File: config.mk
export PLATFORM = sky130hd
export DESIGN_NAME = lcmd_responder
export DESIGN_NICKNAME = d
export VERILOG_FILES = /design/src/rtl/lcr_pkg.sv /design/src/rtl/lcr_frame_filter.sv /design/src/rtl/lcr_resp_build.sv /design/src/rtl/lcmd_responder.sv
export SDC_FILE = /design/constraint.sdc
export NUM_CORES = 1
export LEC_CHECK = 0
export ABC_AREA = 1
export CAP_MARGIN = 25
export CORE_ASPECT_RATIO = 1.4
export CORE_MARGIN = 8
export CORE_UTILIZATION = 38
export CTS_CLUSTER_SIZE = 12
export DETAILED_ROUTE_END_ITERATION = 10
export DONT_BUFFER_PORTS = 1
export PLACE_DENSITY_LB_ADDON = 0.15
export SLEW_MARGIN = 20
export SYNTH_ARGS = -nofsm -noshare
export SYNTH_HDL_FRONTEND = slang
export SYNTH_HIERARCHICAL = 1
export SYNTH_SLANG_ARGS = --single-unit
File: constraint.sdc
create_clock -name clk -period 1.5 [get_ports clk]
set_input_delay 0.225 -clock clk [delete_from_list [all_inputs] [get_ports clk]]
set_output_delay 0.225 -clock clk [all_outputs]
set_load 0.01 [all_outputs]
File: src/rtl/lcr_pkg.sv
package lcr_pkg;
    localparam int DATA_W = 8;
    localparam int ADDR_W = 4;
    localparam int CMD_W  = 4;
    localparam int FA_W   = 3;
    localparam int FD_W   = 4;
    localparam int RA_W   = 4;
    localparam int RD_W   = 8;
    localparam int RESP_W = ADDR_W + 4 + FD_W + FA_W + 1;
    localparam int FRM_W  = DATA_W + ADDR_W + CMD_W;

    localparam logic [CMD_W-1:0]  CMD_FMT_CTRL = 4'b1010;
    localparam logic [CMD_W-1:0]  CMD_REG_READ = 4'b1011;
    localparam logic [ADDR_W-1:0] ADDR_GLOBAL  = '0;
    localparam logic [3:0]        FC_RESP_TAG  = 4'b0110;

    typedef enum logic [2:0] {
        S_IDLE,
        S_DECODE,
        S_FC_ACC,
        S_RR_ACC,
        S_RESP
    } lcr_state_e;

    typedef enum logic [1:0] {
        CLS_DROP,
        CLS_FC,
        CLS_RR,
        CLS_OTHER
    } lcr_cls_e;
endpackage

File: src/rtl/lcr_frame_filter.sv
module lcr_frame_filter
    import lcr_pkg::*;
#(
    parameter logic [CMD_W-1:0]  FC_CODE = CMD_FMT_CTRL,
    parameter logic [CMD_W-1:0]  RR_CODE = CMD_REG_READ,
    parameter logic [ADDR_W-1:0] GLB     = ADDR_GLOBAL
) (
    input  logic              is_long,
    input  logic [ADDR_W-1:0] tgt_addr,
    input  logic [CMD_W-1:0]  code,
    input  logic [ADDR_W-1:0] own_addr,
    output lcr_cls_e          cls,
    output logic              bcast
);
    logic to_me;
    logic to_all;

    assign to_all = (tgt_addr == GLB);
    assign to_me  = (tgt_addr == own_addr) && !to_all;

    always_comb begin
        cls   = CLS_DROP;
        bcast = 1'b0;
        if (is_long) begin
            unique case (code)
                FC_CODE: begin
                    if (to_all) begin
                        cls   = CLS_FC;
                        bcast = 1'b1;
                    end else if (to_me) begin
                        cls = CLS_FC;
                    end
                end
                RR_CODE: begin
                    if (to_me) cls = CLS_RR;
                end
                default: cls = CLS_OTHER;
            endcase
        end
    end
endmodule

File: src/rtl/lcr_resp_build.sv
module lcr_resp_build
    import lcr_pkg::*;
(
    input  logic              is_fc,
    input  logic [ADDR_W-1:0] tgt_addr,
    input  logic [DATA_W-1:0] data_byte,
    input  logic [FD_W-1:0]   fc_rdata,
    input  logic [RD_W-1:0]   rr_rdata,
    output logic [RESP_W-1:0] word
);
    logic            rw;
    logic [FA_W-1:0] fa;
    logic [FD_W-1:0] fd;

    assign rw = data_byte[DATA_W-1];
    assign fa = data_byte[FD_W +: FA_W];
    assign fd = rw ? data_byte[FD_W-1:0] : fc_rdata;

    always_comb begin
        if (is_fc) word = {tgt_addr, FC_RESP_TAG, rw, fa, fd};
        else       word = {tgt_addr, data_byte[RA_W-1:0], rr_rdata};
    end
endmodule

File: src/rtl/lcmd_responder.sv
module lcmd_responder
    import lcr_pkg::*;
(
    input  logic              clk,
    input  logic              rst_n,
    input  logic              frame_valid,
    input  logic              frame_long,
    input  logic [7:0]        frame_data,
    input  logic [3:0]        frame_addr,
    input  logic [3:0]        frame_cmd,
    input  logic [3:0]        dev_addr,
    input  logic              fmt_active,
    output logic              fc_wr_en,
    output logic              fc_rd_en,
    output logic [2:0]        fc_addr,
    output logic [3:0]        fc_wdata,
    input  logic [3:0]        fc_rdata,
    output logic              rr_rd_en,
    output logic [3:0]        rr_addr,
    input  logic [7:0]        rr_rdata,
    output logic              oth_valid,
    output logic [15:0]       oth_frame,
    output logic              resp_valid,
    output logic [15:0]       resp_word,
    output logic              resp_fmt
);
    lcr_state_e        state, state_nx;
    lcr_cls_e          cls;
    logic              bcast;
    logic              f_long;
    logic [DATA_W-1:0] f_data;
    logic [ADDR_W-1:0] f_addr;
    logic [CMD_W-1:0]  f_cmd;
    logic              f_fmt;
    logic              f_bcast;
    logic [RESP_W-1:0] built;
    logic [RESP_W-1:0] resp_q;
    logic              take;

    assign take = frame_valid && (state == S_IDLE);

    lcr_frame_filter u_filter (
        .is_long  (f_long),
        .tgt_addr (f_addr),
        .code     (f_cmd),
        .own_addr (dev_addr),
        .cls      (cls),
        .bcast    (bcast)
    );

    lcr_resp_build u_build (
        .is_fc     (state == S_FC_ACC),
        .tgt_addr  (f_addr),
        .data_byte (f_data),
        .fc_rdata  (fc_rdata),
        .rr_rdata  (rr_rdata),
        .word      (built)
    );

    // Frame and format latch: the format flag is held from acceptance onward
    always_ff @(posedge clk or negedge rst_n) begin
        if (!rst_n) begin
            f_long  <= 1'b0;
            f_data  <= '0;
            f_addr  <= '0;
            f_cmd   <= '0;
            f_fmt   <= 1'b0;
            f_bcast <= 1'b0;
            resp_q  <= '0;
        end else begin
            if (take) begin
                f_long <= frame_long;
                f_data <= frame_data;
                f_addr <= frame_addr;
                f_cmd  <= frame_cmd;
                f_fmt  <= fmt_active;
            end
            if (state == S_DECODE) f_bcast <= bcast;
            if (state == S_FC_ACC || state == S_RR_ACC) resp_q <= built;
        end
    end

    // State register
    always_ff @(posedge clk or negedge rst_n) begin
        if (!rst_n) state <= S_IDLE;
        else        state <= state_nx;
    end

    always_comb begin
        state_nx = state;
        unique case (state)
            S_IDLE:   if (frame_valid) state_nx = S_DECODE;
            S_DECODE: begin
                unique case (cls)
                    CLS_FC:  state_nx = S_FC_ACC;
                    CLS_RR:  state_nx = S_RR_ACC;
                    default: state_nx = S_IDLE;
                endcase
            end
            S_FC_ACC: state_nx = f_bcast ? S_IDLE : S_RESP;
            S_RR_ACC: state_nx = S_RESP;
            S_RESP:   state_nx = S_IDLE;
            default:  state_nx = S_IDLE;
        endcase
    end

    // Outputs
    always_comb begin
        fc_wr_en   = (state == S_FC_ACC) &&  f_data[DATA_W-1];
        fc_rd_en   = (state == S_FC_ACC) && !f_data[DATA_W-1];
        fc_addr    = f_data[FD_W +: FA_W];
        fc_wdata   = f_data[FD_W-1:0];
        rr_rd_en   = (state == S_RR_ACC);
        rr_addr    = f_data[RA_W-1:0];
        oth_valid  = (state == S_DECODE) && (cls == CLS_OTHER);
        oth_frame  = {f_data, f_addr, f_cmd};
        resp_valid = (state == S_RESP);
        resp_word  = resp_q;
        resp_fmt   = f_fmt;
    end

    // at most one of strobes, reply and foreign pulse per cycle
    p_one_action_r11: assert property (@(posedge clk) disable iff (!rst_n)
        $onehot0({fc_wr_en, fc_rd_en, rr_rd_en, resp_valid, oth_valid}));

    // a reply always follows an access strobe by one cycle
    p_resp_after_strobe_r11: assert property (@(posedge clk) disable iff (!rst_n)
        resp_valid |-> $past(fc_wr_en || fc_rd_en || rr_rd_en));

    // reply lasts one cycle
    p_resp_single_r11: assert property (@(posedge clk) disable iff (!rst_n)
        resp_valid |=> !resp_valid);

    // no register read strobe ever targets the broadcast address
    p_rr_not_global_r8: assert property (@(posedge clk) disable iff (!rst_n)
        rr_rd_en |-> (oth_frame[CMD_W +: ADDR_W] != ADDR_GLOBAL));

    // format flag frozen while a frame is in flight
    p_fmt_held_r10: assert property (@(posedge clk) disable iff (!rst_n)
        (state != S_IDLE && state != S_RESP) |=> $stable(resp_fmt));

    // a frame arriving while busy leaves the latched frame untouched
    p_busy_drop_r12: assert property (@(posedge clk) disable iff (!rst_n)
        (frame_valid && state != S_IDLE) |=> $stable(oth_frame));
endmodule

==> metrics.txt, run 1 <==
WHS Path Cells=2; count leader, synth=nand2_1; Synth Area in Simple Gates=0.3677; Synth area leader=dfrtp_1; Slew Viols, Final=0; layout net count=325; Synth Instances=273; commonest cells in the netlist=nand2_1 (115), nand3_1 (41), dfrtp_1 (38); vias in the first global route=1755; Ant. Diodes=0; yosys warns=6; final hold vios=0; Initial Util=0.3850; setup ws final=-0.3749 ns; crit start category=flop; Skew-Pair Late Insertion Delay=0.29 ns; reg2reg end=state[1]$_DFFE_PN0P_; die area=8085 um^2; CP arrival=1.65 ns; Fill cells=559; Pre-antenna DRT Iters=4; FF-to-FF Start=f_addr[3]$_DFFE_PN0P_; Mean Syn Cell Area=7.567 um^2; Yosys reg bits=38; worst path required time=1.27 ns; Adder-Cell Fraction of Synth Area=0.01211; DP HPWL=3985 um; max_slew headroom=0.7474; first-pass GRT wire length=8652 um; post-layout util=0.4522; post-synth top area share=0.4603; asr flop ratio synth=1.000; mux contribution to synthesized area=0; Die Y-Extent=103.2 um; number of port buffers=0; Hold EP=f_data[6]$_DFFE_PN0P_; ANT nets after route=0; initial antenna violation count=0; TritonCTS clock tree=yes; WS Path Type=reg -> out; leakage=0.001334 uW; period utilization=1.250; post-route setup TNS=-0.3749 ns; DRC=0; ys flop type=dfrtp_1; R2R depth=9; GRT overflow=0; Design Power=5243 uW; Ports=86; post-synthesis sequential area ratio=0.4603; min cycle time layout=1.875 ns; layout cell share with drive strength beyond 1=0.2160; Post-Syn Nets=312; max_cap viols=0; Die W=78.32 um; RD Place Congestion=0.7541; clock root buffer=clkbuf_8; largest family of logic cells by synthesized area=simple AND/OR/NAND/NOR gates; EDFF count, synth=0; synth unique cells=21; via density per instance=4.670; vias post-DR=1658; Area contributors post-synth=dfrtp_1 (46%), nand2_1 (21%), nand3_1 (9.9%), buf_4 (6.9%), inv_1 (4.0%); CP endpoint kind=output port; Routed WL per cell=14.92 um; RSZ-0062 raised after global routing=yes; maximum vdd drop=834.9 uV; Worst Tran Pin Value=0.3788 ns; Area growth, synth to finish=17.44%; reg2reg setup slack=0.06 ns; Critical Path Fanout Max=5; worst min path class=in -> reg; routed wire length=5298 um; cts bufs inserted=5; Post-Synthesis Cell Area=2066 um^2; outcome=complete, but fails checks; clock buffer depth=2; fmax=0.5334 GHz; total track usage=0.1370; final setup fails=1; maximum number of pins on one net before global-route repair=39; row count=32; TritonCTS Sinks=38; Synth Area in Compound Gates=0.01454; H-tree Lvls=2; P per Cell Area=2161 nW/um^2; core area=5365 um^2; hold path startpoint=frame_data[6]; failing checks=negative setup slack; XOR/XNOR share of the synthesized area=0; clk_skew=0.008738 ns; DRT iter0 DRCs=78; clock slew at reported path FFs=0.08 ns
[per-stage QoR]
stage | hold slack [ns] | cells | worst slack [ns] | instance area [um^2]
after floorplan | -0.07059 | 273 | 0.02505 | 2066
after CTS | 0.05547 | 353 | -0.3610 | 2361
after detailed placement | -0.06946 | 340 | -0.06608 | 2138
final | 0.06539 | 355 | -0.3749 | 2426
after global placement | -0.06922 | 340 | -0.03678 | 2138
after global routing | 0.06413 | 355 | -0.5426 | 2426
[registers in the layout, indices dropped and copies added (netlist names)]
signal     flops
resp_word     16
f_data         8
f_addr         4
f_cmd          4
state          3
f_bcast        1
f_long         1
resp_fmt       1
[layout make-up]
cell class / count / area (um^2) / share of cell area
flip-flops and latches: 38 / 953.4 / 0.3930
multi-input cells: 184 / 878.3 / 0.3620
repair buffers: 33 / 274.0 / 0.1129
inverters: 24 / 92.59 / 0.03816
well taps: 68 / 85.08 / 0.03507
clock buffers: 6 / 82.58 / 0.03404
clock inverters: 2 / 60.06 / 0.02475
[critical path, stage by stage (launching register included)]
cell,delay [ns]
dfrtp_1,0.41
inv_1,0.06
nand2_1,0.06
nand2_1,0.05
nor2_1,0.10
nand2_1,0.10
a21oi_2,0.17
ha_2,0.19
inv_2,0.03
nor2_2,0.06
buf_4,0.12
[metal layers]
| layer | track usage | wire length (um) |
|---|---|---|
| met4 | 0.06438 | 99 |
| met5 | 0 | 0 |
| met3 | 0.03979 | 353 |
| met2 | 0.2449 | 2767 |
| met1 | 0.1450 | 2077 |
[where the power goes]
part           leakage [uW]  total, uW  internal [uW]  switching [uW]
Combinational      0.000788       1980            845            1140
Clock             0.0000714       1080            710             373
Sequential         0.000475       2180           1490             690
[how the worst max path moves through the flow]
stage | start | to | slack, ns | cells past startpoint
finish | f_addr[3]$_DFFE_PN0P_ | oth_valid | -0.37 | 10
global placement | f_addr[3]$_DFFE_PN0P_ | oth_valid | -0.04 | 10
floorplan | state[2]$_DFFE_PN0P_ | resp_word[7]$_DFFE_PN0P_ | 0.03 | 11
CTS | f_addr[2]$_DFFE_PN0P_ | oth_valid | -0.36 | 10
detailed placement | f_addr[1]$_DFFE_PN0P_ | oth_valid | -0.07 | 10
global route | f_addr[3]$_DFFE_PN0P_ | oth_valid | -0.54 | 10
[logic make-up (layout without fill, tap and decap cells)]
kind of cell | count (synthesis) | after routing
AND/OR/NAND/NOR | 176 | 176
buffers and inverters | 51 | 65
flip-flops | 38 | 38
AO/OA/AOI/OAI | 6 | 6
adder cells (fa/ha/maj) | 2 | 2
[layout by cell type, fill, tap and decap left out, types with 2 or more instances in the layout]
master / Yosys / routed
nand3_1: 41 / 40
nor2_1: 10 / 7
nand2_4: 1 / 2
dfrtp_2: 0 / 2
inv_1: 22 / 21
buf_4: 19 / 28
nor2_2: 0 / 3
buf_6: 4 / 3
dfrtp_1: 38 / 36
a21oi_1: 3 / 2
nand2_1: 115 / 114
clkbuf_8: 0 / 6
inv_2: 1 / 2
bufinv_16: 0 / 2
nand2_2: 2 / 2
[what timing repair did]
item                       4_1_cts  5_1_grt
hold endpoints to repair        38        0
hold buffers                     2        0
setup buffers                    3        2
setup endpoints to repair        5        6
pin swaps                        0        8
resized for setup                7       14
Note: power is estimated with default switching activity, not from simulation.
==> run 2, diff against run 1 <==
- GPL_ROUTABILITY_DRIVEN: not set -> 0
- clock period: 1.5 -> 1.87 ns (I/O delays scaled with it)
==> run 2 against run 1 <==
The run still ends with negative setup slack left. Critical path type unchanged. Global-route usage is 0.052 points lower. Cell count is 5.1% lower. Setup slack better by 0.27 ns. Clock skew is 0.0022 ns lower. Non-clock buffer count is 17 lower. Total power is 31% lower. Flip-flop and latch count stayed put. Via count is 1.2% lower.
==> metrics.txt, run 2 (synthesis gave the netlist of run 1 again) <==
most frequent cells in the layout=nand2_1 (114), nand3_1 (41), dfrtp_1 (36) (was nand2_1 (114), nand3_1 (40), dfrtp_1 (36)); DP HPWL=3838 um (was 3985 um); layout net count=308 (was 325); post-layout util=0.4076 (was 0.4522); clock root buffer=clkbuf_8 (unchanged); Area growth, synth to finish=5.875% (was 17.44%); final hold vios=0 (unchanged); fmax=0.5071 GHz; first-pass GRT wire length=8680 um (was 8652 um); max_slew headroom=0.5323 (was 0.7474); RSZ-0062 raised after global routing=yes (unchanged); setup ws final=-0.1020 ns (was -0.3749 ns); die area=8085 um^2 (unchanged); Slew Viols, Final=0 (unchanged); switching share of power=0.4660 (was 0.4201); post-route setup TNS=-0.1020 ns (was -0.3749 ns); DRT iter0 DRCs=65 (was 78); clk_skew=0.006583 ns (was 0.008738 ns); via density per instance=4.861 (was 4.670); crit-path cells=nand2_1, nand2_1, nor2_1, nand2_1, a21oi_2, ha_2, inv_2, nor2_2, buf_4 (was inv_1, nand2_1, nand2_1, nor2_1, nand2_1, a21oi_2, ha_2, inv_2, nor2_2, buf_4); maximum vdd drop=562.8 uV (was 834.9 uV); Skew-Pair Late Insertion Delay=0.29 ns (about the same); worst min path class=in -> reg (unchanged); clock slew at reported path FFs=0.08 ns (about the same); max_cap viols=0 (unchanged); final setup fails=1 (unchanged); CP endpoint kind=output port (unchanged); Critical Path Fanout Max=6 (was 5); routed wire length=5245 um (was 5298 um); Initial Util=0.3850 (unchanged); vias post-DR=1638 (was 1658); TritonCTS Sinks=38 (unchanged); TritonCTS clock tree=yes (unchanged); Ant. Diodes=0 (unchanged); sequential power share=0.501 (was 0.415); CP arrival=1.69 ns (was 1.65 ns); Placed Cells=326 (was 340); fin cells=337 (was 355); Largest register FFs=16 (unchanged); outcome=complete, but fails checks (unchanged); ANT nets after route=0 (unchanged); min cycle time layout=1.972 ns; Pre-antenna DRT Iters=4 (unchanged); row count=32 (unchanged); Die Y-Extent=103.2 um (unchanged); crit start category=flop (unchanged); GRT overflow=0 (unchanged); period utilization=1.055; Clk pwr share=0.149 (was 0.206); Routed WL per cell=15.56 um (was 14.92 um); core area=5365 um^2 (unchanged); total track usage=0.1365 (was 0.1370); number of port buffers=0 (unchanged); clock buffer depth=2 (unchanged); Die W=78.32 um (unchanged); Fin Hold WS=0.1283 ns (was 0.06539 ns); leakage=0.001215 uW (was 0.001334 uW); worst path required time=1.59 ns (was 1.27 ns); most frequent CP cell=nand2_1 (unchanged); part of the power in combinational logic=0.350 (was 0.378); layout cell share with drive strength beyond 1=0.1450 (was 0.2160); initial antenna violation count=0 (unchanged); WHS Path Cells=2 (unchanged); vias in the first global route=1668 (was 1755); Switch Pwr=1683 uW (was 2202 uW); P per Cell Area=1652 nW/um^2 (was 2161 nW/um^2); Ports=86 (unchanged); worst stage delay on the critical path=0.48 ns (was 0.41 ns); most common cell after layout, fill and taps aside=nand2_1 (unchanged); DRC=0 (unchanged); crit path max-delay cell type=dfrtp_2 (was dfrtp_1); failing checks=negative setup slack (unchanged); WS Path Type=reg -> out (unchanged); maximum number of pins on one net before global-route repair=39 (unchanged); Worst Tran Pin Value=0.6990 ns (was 0.3788 ns); Design Power=3613 uW (was 5243 uW); R2R depth=8 (was 9); internal power=1929 uW (was 3040 uW); cts bufs inserted=5 (unchanged); H-tree Lvls=2 (unchanged)
==> run 2: per-stage QoR <==
stage                     setup slack (ns)  area (um^2)
after floorplan                     0.3424         2066
after global placement              0.1053         2046
after detailed placement           0.05676         2046
after CTS                          -0.1271         2167
after global routing               -0.2161         2187
final                              -0.1020         2187
==> run 2: power by group through the flow <==
stage / Combinational [uW] / Sequential [uW] / Clock [uW]
after floorplan: 1230 / 1640 / 0
final: 1270 / 1810 / 537
after global routing: 1480 / 1890 / 603
after CTS: 1250 / 1840 / 565
after detailed placement: 1200 / 1850 / 0
after global placement: 1190 / 1840 / 0
==> run 2: path summary, 6_finish.rpt <==
path / from / endpoint / slack, ns
setup reg to reg: state[2]$_DFFE_PN0P_ / resp_word[6]$_DFFE_PN0P_ / 0.25
hold reg to reg: f_bcast$_DFFE_PN0N_ / state[2]$_DFFE_PN0P_ / 0.46
min in group asynchronous: rst_n / f_data[5]$_DFFE_PN0P_ / 0.44
max in group asynchronous: rst_n / f_addr[0]$_DFFE_PN0P_ / 1.21
setup / recovery: f_addr[0]$_DFFE_PN0P_ / oth_valid / -0.10
hold / removal: frame_data[2] / f_data[2]$_DFFE_PN0P_ / 0.13
==> run 2: final cells by class <==
type	instances	area [um^2]
multi-input combinational	184	829.5
clock buffer	5	68.82
tap	68	85.08
inverter	24	92.59
clock inverter	2	10.01
sequential	38	953.4
timing repair buffer	16	147.6
fill	593	3178
==> run 2: timing repair <==
item | in CTS | in global routing
hold buffers | 2 | 0
pin swaps | 0 | 10
resized for setup | 6 | 5
buffers inserted | 0 | 2
gates cloned | 0 | 0
setup endpoints to repair | 1 | 1
endpoints found under the hold margin | 38 | 0
==> run 2: critical path: cells and delay by family, from the launching register on <==
family / cells / cell delay, ns
flip-flops: 1 / 0.48
buffers and inverters: 2 / 0.16
AO/OA/AOI/OAI: 1 / 0.18
AND/OR/NAND/NOR: 5 / 0.41
adder cells (fa/ha/maj): 1 / 0.19
==> run 2: layer usage <==
metal	track usage	wire [um]	up-vias
met5	0	0	-
met4	0.04721	73	0
met3	0.04671	382	6
met2	0.2334	2589	56
met1	0.1551	2199	755
li1	-	-	821
